===== src/rtl/tws_pkg.sv =====
package tws_pkg;

    localparam int unsigned TWS_BYTE_W = 8;
    localparam int unsigned TWS_ADDR_W = 5;

    typedef enum logic [2:0] {
        ST_IDLE,
        ST_CMD,
        ST_WDATA,
        ST_RDATA,
        ST_HOLD
    } tws_state_e;

endpackage


===== src/rtl/tws_sync.sv =====
module tws_sync #(
    parameter int unsigned W      = 3,
    parameter int unsigned STAGES = 2
) (
    input  logic         clk,
    input  logic         rst_n,
    input  logic [W-1:0] async_in,
    output logic [W-1:0] lvl,
    output logic [W-1:0] rise,
    output logic [W-1:0] fall
);

    logic [W-1:0] pipe [STAGES+1];

    always_ff @(posedge clk or negedge rst_n) begin
        if (!rst_n) begin
            for (int k = 0; k <= STAGES; k++) pipe[k] <= '0;
        end else begin
            pipe[0] <= async_in;
            for (int k = 1; k <= STAGES; k++) pipe[k] <= pipe[k-1];
        end
    end

    assign lvl  = pipe[STAGES-1];
    assign rise = pipe[STAGES-1] & ~pipe[STAGES];
    assign fall = ~pipe[STAGES-1] & pipe[STAGES];

endmodule


===== src/rtl/tws_engine.sv =====
module tws_engine
    import tws_pkg::*;
#(
    parameter int unsigned BYTE_W    = TWS_BYTE_W,
    parameter int unsigned ADDR_W    = TWS_ADDR_W,
    parameter int unsigned CLK_REGS  = 8,
    parameter int unsigned RAM_BYTES = 31
) (
    input  logic              clk,
    input  logic              rst_n,
    input  logic              ce_lvl,
    input  logic              sck_rise,
    input  logic              sck_fall,
    input  logic              din,
    input  logic [BYTE_W-1:0] rd_data,
    output logic              wr_stb,
    output logic              wr_ram,
    output logic              wr_burst,
    output logic [ADDR_W-1:0] wr_addr,
    output logic [BYTE_W-1:0] wr_data,
    output logic              acc_ram,
    output logic [ADDR_W-1:0] acc_addr,
    output logic              dout,
    output logic              doe
);

    localparam int unsigned CNT_W = $clog2(BYTE_W);
    localparam logic [CNT_W-1:0]  CNT_LAST   = CNT_W'(BYTE_W - 1);
    localparam logic [ADDR_W-1:0] BURST_A    = {ADDR_W{1'b1}};
    localparam logic [ADDR_W-1:0] CLK_LAST_A = ADDR_W'(CLK_REGS - 1);
    localparam logic [ADDR_W-1:0] RAM_LAST_A = ADDR_W'(RAM_BYTES - 1);
    localparam int unsigned RD_BIT  = 0;
    localparam int unsigned RAM_BIT = ADDR_W + 1;
    localparam int unsigned WE_BIT  = ADDR_W + 2;

    tws_state_e        state, nxt;
    logic [BYTE_W-1:0] cmd_sh, dat_sh;
    logic [BYTE_W-1:0] cmd_full, dat_full;
    logic [CNT_W-1:0]  bit_cnt;
    logic [ADDR_W-1:0] addr;
    logic              is_ram, is_burst;
    logic              byte_end, last_addr;

    assign cmd_full  = {din, cmd_sh[BYTE_W-1:1]};
    assign dat_full  = {din, dat_sh[BYTE_W-1:1]};
    assign byte_end  = sck_rise && (bit_cnt == CNT_LAST);
    assign last_addr = !is_burst || (addr == (is_ram ? RAM_LAST_A : CLK_LAST_A));
    assign acc_ram   = is_ram;
    assign acc_addr  = addr;

    // state register
    always_ff @(posedge clk or negedge rst_n) begin
        if (!rst_n) state <= ST_IDLE;
        else        state <= nxt;
    end

    // next-state logic
    always_comb begin
        nxt = state;
        unique case (state)
            ST_IDLE:  if (ce_lvl) nxt = ST_CMD;
            ST_CMD: begin
                if (!ce_lvl) nxt = ST_IDLE;
                else if (byte_end) begin
                    if (cmd_full[RD_BIT])      nxt = ST_RDATA;
                    else if (cmd_full[WE_BIT]) nxt = ST_WDATA;
                    else                       nxt = ST_HOLD;
                end
            end
            ST_WDATA: begin
                if (!ce_lvl) nxt = ST_IDLE;
                else if (byte_end && last_addr) nxt = ST_HOLD;
            end
            ST_RDATA: if (!ce_lvl) nxt = ST_IDLE;
            ST_HOLD:  if (!ce_lvl) nxt = ST_IDLE;
            default:  nxt = ST_IDLE;
        endcase
    end

    // datapath and outputs
    always_ff @(posedge clk or negedge rst_n) begin
        if (!rst_n) begin
            cmd_sh   <= '0;
            dat_sh   <= '0;
            bit_cnt  <= '0;
            addr     <= '0;
            is_ram   <= 1'b0;
            is_burst <= 1'b0;
            wr_stb   <= 1'b0;
            wr_ram   <= 1'b0;
            wr_burst <= 1'b0;
            wr_addr  <= '0;
            wr_data  <= '0;
            dout     <= 1'b0;
            doe      <= 1'b0;
        end else begin
            wr_stb <= 1'b0;
            unique case (state)
                ST_IDLE: begin
                    bit_cnt <= '0;
                end
                ST_CMD: begin
                    if (sck_rise) begin
                        cmd_sh  <= cmd_full;
                        bit_cnt <= bit_cnt + 1'b1;
                        if (bit_cnt == CNT_LAST) begin
                            is_ram   <= cmd_full[RAM_BIT];
                            is_burst <= (cmd_full[ADDR_W:1] == BURST_A);
                            addr     <= (cmd_full[ADDR_W:1] == BURST_A) ? '0 : cmd_full[ADDR_W:1];
                        end
                    end
                end
                ST_WDATA: begin
                    if (sck_rise) begin
                        dat_sh  <= dat_full;
                        bit_cnt <= bit_cnt + 1'b1;
                        if (bit_cnt == CNT_LAST) begin
                            wr_stb   <= 1'b1;
                            wr_data  <= dat_full;
                            wr_addr  <= addr;
                            wr_ram   <= is_ram;
                            wr_burst <= is_burst;
                            addr     <= addr + 1'b1;
                        end
                    end
                end
                ST_RDATA: begin
                    if (sck_rise) begin
                        doe <= 1'b0;
                    end else if (sck_fall) begin
                        doe     <= 1'b1;
                        dout    <= rd_data[bit_cnt];
                        bit_cnt <= bit_cnt + 1'b1;
                        if ((bit_cnt == CNT_LAST) && is_burst) begin
                            addr <= last_addr ? '0 : addr + 1'b1;
                        end
                    end
                end
                ST_HOLD: begin
                    bit_cnt <= '0;
                end
                default: bit_cnt <= '0;
            endcase
            if (!ce_lvl) begin
                doe     <= 1'b0;
                bit_cnt <= '0;
            end
        end
    end

    // once settled in the hold state no further byte is accepted
    a_r4_hold_accepts_nothing: assert property (@(posedge clk) disable iff (!rst_n)
        (state == ST_HOLD && $past(state) == ST_HOLD) |-> !wr_stb);

    // the line is never driven while idle
    a_r11_idle_not_driving: assert property (@(posedge clk) disable iff (!rst_n)
        (state == ST_IDLE) |-> !doe);

    // driving starts only right after a serial clock falling edge
    a_r2_drive_after_fall: assert property (@(posedge clk) disable iff (!rst_n)
        $rose(doe) |-> $past(sck_fall));

endmodule


===== src/rtl/tws_clkregs.sv =====
module tws_clkregs
    import tws_pkg::*;
#(
    parameter int unsigned TIME_REGS = 7,
    parameter int unsigned BYTE_W    = TWS_BYTE_W,
    parameter int unsigned ADDR_W    = TWS_ADDR_W
) (
    input  logic                        clk,
    input  logic                        rst_n,
    input  logic                        ce_rise,
    input  logic                        ce_fall,
    input  logic [TIME_REGS*BYTE_W-1:0] live_time,
    input  logic                        wr_stb,
    input  logic                        wr_ram,
    input  logic                        wr_burst,
    input  logic [ADDR_W-1:0]           wr_addr,
    input  logic [BYTE_W-1:0]           wr_data,
    input  logic [ADDR_W-1:0]           rd_addr,
    output logic [BYTE_W-1:0]           rd_data,
    output logic                        wp,
    output logic                        load_stb,
    output logic [TIME_REGS-1:0]        load_mask,
    output logic [TIME_REGS*BYTE_W-1:0] load_data
);

    localparam logic [ADDR_W-1:0] CTL_A = ADDR_W'(TIME_REGS);
    localparam logic [ADDR_W-1:0] AUX_A = ADDR_W'(TIME_REGS + 1);

    logic [BYTE_W-1:0]    ubuf [TIME_REGS];
    logic [TIME_REGS-1:0] stage_mask;
    logic                 ctl_stage, ctl_pend;
    logic [BYTE_W-1:0]    aux_stage, aux_q;
    logic                 aux_pend;
    logic                 burst_sess, burst_full;
    logic                 clk_wr, ok_time, ok_ctl;

    assign clk_wr  = wr_stb && !wr_ram;
    assign ok_time = burst_sess ? (burst_full && !wp) : !wp;
    assign ok_ctl  = burst_sess ? (burst_full && !wp) : 1'b1;

    always_ff @(posedge clk or negedge rst_n) begin
        if (!rst_n) begin
            for (int k = 0; k < TIME_REGS; k++) ubuf[k] <= '0;
            stage_mask <= '0;
            ctl_stage  <= 1'b0;
            ctl_pend   <= 1'b0;
            aux_stage  <= '0;
            aux_pend   <= 1'b0;
            aux_q      <= '0;
            burst_sess <= 1'b0;
            burst_full <= 1'b0;
            wp         <= 1'b1;
            load_stb   <= 1'b0;
            load_mask  <= '0;
        end else begin
            load_stb <= 1'b0;
            if (ce_rise) begin
                for (int k = 0; k < TIME_REGS; k++) ubuf[k] <= live_time[k*BYTE_W +: BYTE_W];
                stage_mask <= '0;
                ctl_pend   <= 1'b0;
                aux_pend   <= 1'b0;
                burst_sess <= 1'b0;
                burst_full <= 1'b0;
            end else if (clk_wr) begin
                for (int k = 0; k < TIME_REGS; k++) begin
                    if (wr_addr == ADDR_W'(k)) begin
                        ubuf[k]       <= wr_data;
                        stage_mask[k] <= 1'b1;
                    end
                end
                if (wr_addr == CTL_A) begin
                    ctl_stage <= wr_data[BYTE_W-1];
                    ctl_pend  <= 1'b1;
                end
                if (wr_addr == AUX_A) begin
                    aux_stage <= wr_data;
                    aux_pend  <= 1'b1;
                end
                if (wr_burst) begin
                    burst_sess <= 1'b1;
                    if (wr_addr == CTL_A) burst_full <= 1'b1;
                end
            end else if (ce_fall) begin
                if (ok_time) begin
                    load_stb  <= |stage_mask;
                    load_mask <= stage_mask;
                    if (aux_pend) aux_q <= aux_stage;
                end
                if (ctl_pend && ok_ctl) wp <= ctl_stage;
            end
        end
    end

    for (genvar g = 0; g < TIME_REGS; g++) begin : g_load
        assign load_data[g*BYTE_W +: BYTE_W] = ubuf[g];
    end

    always_comb begin
        rd_data = '0;
        for (int k = 0; k < TIME_REGS; k++) begin
            if (rd_addr == ADDR_W'(k)) rd_data = ubuf[k];
        end
        if (rd_addr == CTL_A) rd_data = {wp, {(BYTE_W-1){1'b0}}};
        if (rd_addr == AUX_A) rd_data = aux_q;
    end

    // the counter is loaded only right after chip-enable falls
    a_r9_load_follows_fall: assert property (@(posedge clk) disable iff (!rst_n)
        load_stb |-> $past(ce_fall));

    // a load always carries at least one byte
    a_r6_load_has_bytes: assert property (@(posedge clk) disable iff (!rst_n)
        load_stb |-> (load_mask != '0));

    // write-protect is raised only at the end of a transfer
    a_r7_wp_set_at_fall: assert property (@(posedge clk) disable iff (!rst_n)
        $rose(wp) |-> $past(ce_fall));

endmodule


===== src/rtl/tws_scratch.sv =====
module tws_scratch
    import tws_pkg::*;
#(
    parameter int unsigned DEPTH  = 31,
    parameter int unsigned BYTE_W = TWS_BYTE_W,
    parameter int unsigned ADDR_W = TWS_ADDR_W
) (
    input  logic              clk,
    input  logic              rst_n,
    input  logic              we,
    input  logic [ADDR_W-1:0] waddr,
    input  logic [BYTE_W-1:0] wdata,
    input  logic [ADDR_W-1:0] raddr,
    output logic [BYTE_W-1:0] rdata
);

    logic [BYTE_W-1:0] mem [DEPTH];

    always_ff @(posedge clk or negedge rst_n) begin
        if (!rst_n) begin
            for (int k = 0; k < DEPTH; k++) mem[k] <= '0;
        end else if (we) begin
            for (int k = 0; k < DEPTH; k++) begin
                if (waddr == ADDR_W'(k)) mem[k] <= wdata;
            end
        end
    end

    always_comb begin
        rdata = '0;
        for (int k = 0; k < DEPTH; k++) begin
            if (raddr == ADDR_W'(k)) rdata = mem[k];
        end
    end

endmodule


===== src/rtl/tws_slave.sv =====
module tws_slave
    import tws_pkg::*;
#(
    parameter int unsigned TIME_REGS   = 7,
    parameter int unsigned RAM_BYTES   = 31,
    parameter int unsigned BYTE_W      = TWS_BYTE_W,
    parameter int unsigned ADDR_W      = TWS_ADDR_W,
    parameter int unsigned SYNC_STAGES = 2
) (
    input  logic                        clk,
    input  logic                        rst_n,
    input  logic                        ce_pin,
    input  logic                        sclk_pin,
    input  logic                        dio_in,
    output logic                        dio_out,
    output logic                        dio_oe,
    input  logic [TIME_REGS*BYTE_W-1:0] live_time,
    output logic                        load_stb,
    output logic [TIME_REGS-1:0]        load_mask,
    output logic [TIME_REGS*BYTE_W-1:0] load_data
);

    localparam int unsigned CLK_REGS = TIME_REGS + 1;

    logic [2:0]        s_lvl, s_rise, s_fall;
    logic              ce_lvl, sck_rise, sck_fall, din;
    logic              sync_unused;
    logic              wr_stb, wr_ram, wr_burst, acc_ram, wp;
    logic [ADDR_W-1:0] wr_addr, acc_addr;
    logic [BYTE_W-1:0] wr_data, clk_rd, ram_rd, rd_data;
    logic              ram_we;

    tws_sync #(.W(3), .STAGES(SYNC_STAGES)) u_sync (
        .clk      (clk),
        .rst_n    (rst_n),
        .async_in ({ce_pin, sclk_pin, dio_in}),
        .lvl      (s_lvl),
        .rise     (s_rise),
        .fall     (s_fall)
    );

    assign din         = s_lvl[0];
    assign sck_rise    = s_rise[1];
    assign sck_fall    = s_fall[1];
    assign ce_lvl      = s_lvl[2];
    assign sync_unused = ^{s_rise[0], s_fall[0], s_lvl[1]};

    tws_engine #(
        .BYTE_W(BYTE_W), .ADDR_W(ADDR_W), .CLK_REGS(CLK_REGS), .RAM_BYTES(RAM_BYTES)
    ) u_engine (
        .clk      (clk),
        .rst_n    (rst_n),
        .ce_lvl   (ce_lvl),
        .sck_rise (sck_rise),
        .sck_fall (sck_fall),
        .din      (din),
        .rd_data  (rd_data),
        .wr_stb   (wr_stb),
        .wr_ram   (wr_ram),
        .wr_burst (wr_burst),
        .wr_addr  (wr_addr),
        .wr_data  (wr_data),
        .acc_ram  (acc_ram),
        .acc_addr (acc_addr),
        .dout     (dio_out),
        .doe      (dio_oe)
    );

    tws_clkregs #(.TIME_REGS(TIME_REGS), .BYTE_W(BYTE_W), .ADDR_W(ADDR_W)) u_clkregs (
        .clk       (clk),
        .rst_n     (rst_n),
        .ce_rise   (s_rise[2]),
        .ce_fall   (s_fall[2]),
        .live_time (live_time),
        .wr_stb    (wr_stb),
        .wr_ram    (wr_ram),
        .wr_burst  (wr_burst),
        .wr_addr   (wr_addr),
        .wr_data   (wr_data),
        .rd_addr   (acc_addr),
        .rd_data   (clk_rd),
        .wp        (wp),
        .load_stb  (load_stb),
        .load_mask (load_mask),
        .load_data (load_data)
    );

    assign ram_we = wr_stb && wr_ram && !wp;

    tws_scratch #(.DEPTH(RAM_BYTES), .BYTE_W(BYTE_W), .ADDR_W(ADDR_W)) u_scratch (
        .clk   (clk),
        .rst_n (rst_n),
        .we    (ram_we),
        .waddr (wr_addr),
        .wdata (wr_data),
        .raddr (acc_addr),
        .rdata (ram_rd)
    );

    assign rd_data = acc_ram ? ram_rd : clk_rd;

    // line released one cycle after chip-enable is seen low
    a_r3_release_ce_low: assert property (@(posedge clk) disable iff (!rst_n)
        !ce_lvl |=> !dio_oe);

    // line released after each serial clock rising edge
    a_r3_release_on_rise: assert property (@(posedge clk) disable iff (!rst_n)
        (ce_lvl && sck_rise) |=> !dio_oe);

endmodule


===== config.mk =====
export PLATFORM = sky130hd
export DESIGN_NAME = tws_slave
export DESIGN_NICKNAME = d
export VERILOG_FILES = /design/src/rtl/tws_pkg.sv /design/src/rtl/tws_sync.sv /design/src/rtl/tws_engine.sv /design/src/rtl/tws_clkregs.sv /design/src/rtl/tws_scratch.sv /design/src/rtl/tws_slave.sv
export SDC_FILE = /design/constraint.sdc
export NUM_CORES = 1
export LEC_CHECK = 0
export CAP_MARGIN = 20
export CORE_ASPECT_RATIO = 0.8
export CORE_UTILIZATION = 40
export CTS_CLUSTER_DIAMETER = 80
export DETAILED_ROUTE_END_ITERATION = 10
export SYNTH_ARGS = -nofsm -noshare
export SYNTH_HDL_FRONTEND = slang
export SYNTH_SLANG_ARGS = --single-unit
export TNS_END_PERCENT = 10

===== constraint.sdc =====
create_clock -name clk -period 4 [get_ports clk]
set_input_delay 1 -clock clk [delete_from_list [all_inputs] [get_ports clk]]
set_output_delay 1 -clock clk [all_outputs]
set_load 0.03 [all_outputs]

# Word level (Yosys, flattened, before mapping)
# Index checks and enable logic that the tools add are counted.
[classes] add_sub_neg=2 multipliers=0 n_div=0 magnitude_cmp=1 n_eq_ne=83 n_shift=0 n_mux=111 bitwise=7 reduce_logical=86
[op_table] operator="8-bit two-way mux" count=48
[op_table] operator="5-bit == test (second input constant)" count=31
[op_table] operator="56-bit two-way mux" count=2
[op_table] operator="2-bit AND reduction" count=44
[op_table] operator="5-bit by 4-bit == test with 1-bit output (second input constant)" count=16
[op_table] operator="5-bit two-way mux" count=10
[op_table] operator="5-bit by 3-bit == test with 1-bit output (second input constant)" count=8
[op_table] operator="3-bit two-way mux" count=12
[op_table] operator="1-bit two-way mux" count=33
[op_table] operator="2-bit nonzero test" count=11
[op_table] operator="3-bit AND reduction" count=7
[op_table] operator="5-bit by 2-bit == test with 1-bit output (second input constant)" count=4
[op_table] operator="5-bit one-hot mux with 3 select lines" count=1
[op_table] operator="7-bit two-way mux" count=2
[op_table] operator="2-bit != test (second input constant)" count=6
[op_table] operator="3-bit != test (second input constant)" count=4
[op_table] operator="3-bit one-hot mux with 4 select lines" count=1
[op_table] operator="4-bit AND reduction" count=3
[op_table] operator="5-bit by 1-bit == test with 1-bit output (second input constant)" count=2
[op_table] operator="5-bit zero test" count=2
[op_table] operator="1-bit logical AND" count=8
[op_table] operator="2-bit by 1-bit != test with 1-bit output (second input constant)" count=4
[op_table] operator="8-bit AND reduction" count=1
[op_table] operator="7-bit OR reduction" count=1
[op_table] operator="19 further kinds" count=29
[totals] register_bits=397 latchBits=0 ramBits=0 romBits=0 inputBits=61 wordCells=362 mem_count=0

# Longest topological paths before layout
[depth] depth_word=35 depth_mapped=16 depth_no_buf=11

# By module
# Synthesis repeated with hierarchy kept, for this count alone.
[unflattened] hier_cells=1810 area_unflattened_um2=20243.2
[modules_own_cells] module="tws_scratch" instances=1 cells_each=1132 area_each_um2=12927.4 seq_area_each_um2=6206.0
[modules_own_cells] module="tws_clkregs" instances=1 cells_each=473 area_each_um2=4725.8 seq_area_each_um2=2328.5
[modules_own_cells] module="tws_engine" instances=1 cells_each=177 area_each_um2=2149.6 seq_area_each_um2=1126.1
[modules_own_cells] module="tws_sync" instances=1 cells_each=18 area_each_um2=300.3 seq_area_each_um2=225.2
[modules_own_cells] module="tws_slave" instances=1 cells_each=10 area_each_um2=140.1 seq_area_each_um2=0.0

# Worst setup path before layout
# OpenSTA, ideal clock, no wires.
[synth_timing] kind="reg2reg" startpoint="register u_engine.addr[0] (netlist: u_engine.acc_addr[0])" endpoint="register u_engine.dout" t_arrival_ns=2.770 setup_slack_ns=1.100 stages_incl_launch_ff=16 path_buffers=5 cell_sequence="dfrtp_1 ha_1 buf_2 buf_2 clkbuf_1 and3_1 ha_1 clkbuf_1 clkbuf_1 nand3b_1 o21ai_0 nor4_1 a31oi_1 o21ai_1 a31oi_1 o22ai_1"
[synth_between] elab_chain_len=35 word_cells_on_any_way=74 cone_classes="eq/ne (30); mux (43); reduce/logical (1)"
[synth_lines] element="from (decl)" line="tws_engine.sv:40" rtl="logic [ADDR_W-1:0] addr;"
[synth_lines] element="from (signal assigned)" line="tws_engine.sv:109" rtl="addr <= (cmd_full[ADDR_W:1] == BURST_A) ? '0 : cmd_full[ADDR_W:1];"
[synth_lines] element="from (signal assigned)" line="tws_engine.sv:123" rtl="addr <= addr + 1'b1;"
[synth_lines] element="from (signal assigned)" line="tws_engine.sv:135" rtl="addr <= last_addr ? '0 : addr + 1'b1;"
[synth_lines] element="5-bit zero test" line="tws_clkregs.sv:101, tws_scratch.sv:32"
[synth_lines] element="8-bit two-way mux (31 in a row)" line="tws_scratch.sv:32" rtl="if (raddr == ADDR_W'(k)) rdata = mem[k];"
[synth_lines] element="8-bit two-way mux (*)" line="tws_slave.sv:100" rtl="assign rd_data = acc_ram ? ram_rd : clk_rd;"
[synth_lines] element="1-bit binary-select mux with 3-bit select (*)" line="tws_engine.sv:132" rtl="dout <= rd_data[bit_cnt];"
[synth_lines] element="1-bit two-way mux (not written as such) (*)" line="tws_engine.sv:132"
[synth_lines] element="to (signal assigned)" line="tws_engine.sv:132"
[synth_lines] element="to (decl)" line="tws_engine.sv:23" rtl="output logic dout,"
# Mark *: on every way between the ends. The rest lies on a longest branch, timed or not. The select of a mux whose other input is x is not followed.
# A chain may end at the register's enable or synchronous reset.

# Worst setup path in the final report
[layout_timing] startpoint="register u_engine.addr[1] (netlist: u_engine.acc_addr[1])" endpoint="register u_engine.dout"
# Same word-level chain as after synthesis.

==> results_tabular.tex <==
\begin{tabular}{lr}
\hline
Metric & Value \\
\hline
\multicolumn{2}{l}{\textbf{Logic synthesis}} \\
\quad Compound-cell area share of the yosys netlist & 13.6\% \\
\quad Portion of netlist area occupied by mux cells & 20.1\% \\
\quad Share of async-settable or async-resettable flops after synthesis & 100\% \\
\quad Synth top area share & between 40 and 50\% \\
\quad Most instantiated library cell after synthesis & dfrtp\_1 \\
\quad Mean instance size in the synthesized netlist & 11.2 sq um \\
\quad Seq/Total Area, Yosys & 49.7\% \\
\quad Main combinational cell family by area after synthesis & multiplexers \\
\quad Post-Synthesis Cell Area & 0.0198 sq mm \\
\quad Gate count of the mapped netlist & 1772 \\
\quad Number of flops mapped to enable cells by yosys & 0 \\
\quad Post-synth top area cell & dfrtp\_1 \\
\quad Post-synthesis simple-gate area fraction & 12.3\% \\
\quad Prevailing post-synth register cell & dfrtp\_1 \\
\quad Post-synth cell types & 91 \\
\quad Most instantiated cells after synthesis & dfrtp\_1 (393), mux2\_2 (301), nand2\_1 (158) \\
\quad Xor/xnor cell area share of the yosys netlist & 0\% \\
\quad Mapped Nets & 1843 \\
\quad Count of warnings emitted by yosys & 0 \\
\quad Biggest area contributors in the synthesized netlist & dfrtp\_1 (50\%), mux2\_2 (17\%), nand2\_1 (3.0\%) \\
\quad Adder-Cell Fraction of Synth Area & less than 1\% \\
\quad Yosys reg bits & 394 \\
\multicolumn{2}{l}{\textbf{Critical path}} \\
\quad Worst r2r src & u\_engine.acc\_addr[1] \\
\quad Critical path launch point & u\_engine.acc\_addr[1] \\
\quad Termination of the worst setup path & u\_engine.dout \\
\quad WP data required & 4440 ps \\
\quad Startpoint class of the critical path & flop \\
\quad R2R setup slack & approximately 360 ps \\
\quad Critical Path AT & 4080 ps \\
\quad R2R Path End & u\_engine.dout \\
\quad Logic depth of the worst register-to-register path & 11 \\
\quad Worst setup path class & flop to flop \\
\quad Crit end category & flop \\
\quad CP max FO & 12 \\
\multicolumn{2}{l}{\textbf{Routing}} \\
\quad Mean number of vias per cell & 6.18 \\
\quad Post-route ant nets & 0 \\
\quad Per-cell routed wire length & 26.8 um \\
\quad 1st-iter DRT viols & between 1500 and 2000 \\
\quad First-pass iteration count of the detailed router & 6 \\
\quad Residual DRC count & 0 \\
\quad Via count & 15600 \\
\quad Total wire length & 67.7 mm \\
\multicolumn{2}{l}{\textbf{Power and ir drop}} \\
\quad Seq pwr share & 49.0\% \\
\quad Clock network power share & 40.7\% \\
\quad Cell Pwr Density & 384 mW/mm\^{}2 \\
\quad Leakage power of the design & approximately 11 nW \\
\quad Combinational Power Share & 10.3\% \\
\quad Worst IR Drop VDD & 0.342 mV \\
\quad Switching pwr & 2.34 mW \\
\quad Internal power contribution & 6.48 mW \\
\quad Sw frac & 26.5\% \\
\multicolumn{2}{l}{\textbf{Hold path}} \\
\quad Hold crit path type & flop to flop \\
\multicolumn{2}{l}{\textbf{Die}} \\
\quad Effective utilization at floorplan & just over 40\% \\
\quad Die height & 201 um \\
\quad Die Area & 0.0505 sq mm \\
\quad Die width & 251 um \\
\quad Standard-cell rows & 72 \\
\quad Std-Cell Core Area & approximately 0.049 sq mm \\
\quad Number of ports placed on the die boundary & 127 \\
\multicolumn{2}{l}{\textbf{Clocking}} \\
\quad Buffers from clock root to sink, at most & 3 \\
\quad Setup bufs post-CTS & 0 \\
\quad Clock tree from TritonCTS & done \\
\quad Clock root cell & clkbuf\_16 \\
\quad Insertion delay to the later sink of the worst-skew pair & 560 ps \\
\quad Number of gates given a new drive strength after cts & 0 \\
\quad Cts-stage hold buffer count & 0 \\
\quad Clock edge transition at the registers on the reported setup and hold paths & about 70 ps \\
\quad Clk sink count & 394 \\
\quad Number of H-tree levels & 2 \\
\quad Inserted Clock Buffers & 41 \\
\multicolumn{2}{l}{\textbf{Global route}} \\
\quad Via count of the first global-routing pass & 15600 \\
\quad Global-route wire length before repair & 104 mm \\
\quad GRT Overall Usage & 27.0\% \\
\quad Number of antenna violations at the first check in global routing & 2 \\
\quad GR Overflow Total & 0 \\
\quad Pin count of the biggest net entering global routing & 115 \\
\multicolumn{2}{l}{\textbf{Cells and area}} \\
\quad Final core utilization & 47.3\% \\
\quad Filler instances & 4495 \\
\quad Ant. Diodes & 0 \\
\quad Layout Nets & 1938 \\
\quad Share of cells above drive strength 1 & 24.3\% \\
\quad Non-filler instance count after layout & approximately 2500 \\
\quad Area Overhead vs Synth & 16.0\% \\
\multicolumn{2}{l}{\textbf{Placed design}} \\
\quad Cell Count Post-Placement & between 2000 and 2500 \\
\quad Routability Congestion & 0.974 \\
\quad Input/output buffers & 126 \\
\quad Final HPWL from detailed placement & 47.3 mm \\
\multicolumn{2}{l}{\textbf{STA}} \\
\quad Relative slew slack & 23.0\% \\
\quad Max-slew violation total from the final report & 0 \\
\quad Final setup vio count & 0 \\
\quad Final worst-path cycle share & between 90\% and 100\% \\
\quad Slew of the pin with the lowest slew margin & 1150 ps \\
\quad Unrepaired setup endpoints after global routing & false \\
\quad Setup TNS after final layout & 0 ps \\
\quad Final critical-path required period & 3640 ps \\
\quad Endpoints failing hold & 0 \\
\quad Final worst hold slack & 347 ps \\
\quad Worst Clk Skew & 31.6 ps \\
\quad Max Clk Rate & 275 MHz \\
\multicolumn{2}{l}{\textbf{Run status}} \\
\quad Outcome & finished clean \\
\multicolumn{2}{l}{\textbf{Run}} \\
\quad Max capacitance violation total & 0 \\
\hline
\end{tabular}
## layer usage
metal	up-vias	GRT usage (%)	routed length (um)
li1	6769	-	-
met1	8073	41.7	32300
met4	2	5.90	1230
met5	-	0	12
met2	648	37.9	28700
met3	106	6.17	5470
## cell usage in the layout (no fill, tap or decap), types with 10 or more instances in the layout
master / n
dfrtp_1: 390
mux2_2: 301
nand2_1: 158
clkdlybuf4s50_1: 125
o21ai_0: 118
a21oi_1: 88
nor2_1: 85
mux2i_1: 59
buf_4: 47
clkbuf_16: 41
nand3_1: 35
o22ai_1: 34
nor3_1: 31
a221oi_1: 26
inv_1: 22
nor2b_1: 16
nand2b_1: 15
a211oi_1: 13
clkbuf_1: 13
o21ai_1: 12
and4b_1: 11
a22oi_1: 10
nand4_1: 10
a221o_1: 10
## sequential cells by signal, indices dropped and copies added, names as in the netlist, 5 cells and up
name                  cells
u_engine.wr_addr          5
u_sync.pipe               5
u_clkregs.load_data      56
u_engine.dat_sh           7
u_clkregs.aux_stage       8
u_engine.wr_data          8
u_engine.cmd_sh           7
u_engine.acc_addr         5
u_clkregs.aux_q           8
u_scratch.mem           248
u_clkregs.stage_mask      7
u_clkregs.load_mask       7
## cell families (layout without fill, tap and decap cells)
group                      after synthesis  count (layout)
AOI/OAI and AO/OA                      412             412
adders and majority gates               10              10
buffers and inverters                  155             276
DFF                                    394             394
muxes                                  360             360
and+or+nand+nor                        441             441
## critical path, stage by stage, from the launching register on
cell,delay (ps)
dfrtp_1,430
inv_1,130
ha_2,450
inv_1,270
and2_1,220
buf_4,170
a221oi_1,600
o21ai_0,240
a221oi_1,480
nor3_1,130
nor4_1,270
o22ai_1,130
## how the worst min path moves through the flow
stage,cells past startpoint,startpoint,slack [ps],endpoint
2_1_floorplan,0,u_sync.pipe[6],330,u_sync.lvl[0]
3_3_place_gp,0,u_sync.pipe[8],330,u_sync.lvl[2]
3_5_place_dp,0,u_sync.pipe[8],330,u_sync.lvl[2]
4_1_cts,0,u_sync.pipe[8],350,u_sync.lvl[2]
5_1_grt,0,u_sync.pipe[8],350,u_sync.lvl[2]
6_report,0,u_sync.pipe[8],350,u_sync.lvl[2]
## stage by stage
stage / setup WS (ps) / area [sq um] / power, mW
after global routing: 153 / 23000 / 9.14
after global placement: 332 / 21800 / 5.27
after detailed placement: 404 / 21800 / 5.29
final: 360 / 23000 / 8.82
after floorplan: 1100 / 19800 / 4.82
after CTS: 405 / 23000 / 8.87
## area by class of cell
cell class	count	area (sq um)	area share, %
Clock buffer	59	1140	4.97
Clock inverter	10	57.6	0.250
Sequential cell	394	9860	42.9
Timing Repair Buffer	181	1790	7.77
Multi-Input combinational cell	1223	9260	40.3
Tap cell	629	787	3.42
Inverter	26	97.6	0.424
## power by group through the flow
stage / Sequential [mW] / Combinational [mW] / Clock (mW)
floorplan: 4.43 / 0.392 / 0
global placement: 4.38 / 0.890 / 0
detailed placement: 4.39 / 0.900 / 0
CTS: 4.32 / 0.907 / 3.65
global route: 4.34 / 0.978 / 3.83
finish: 4.32 / 0.907 / 3.59
Power figures use the tool's default switching activity.
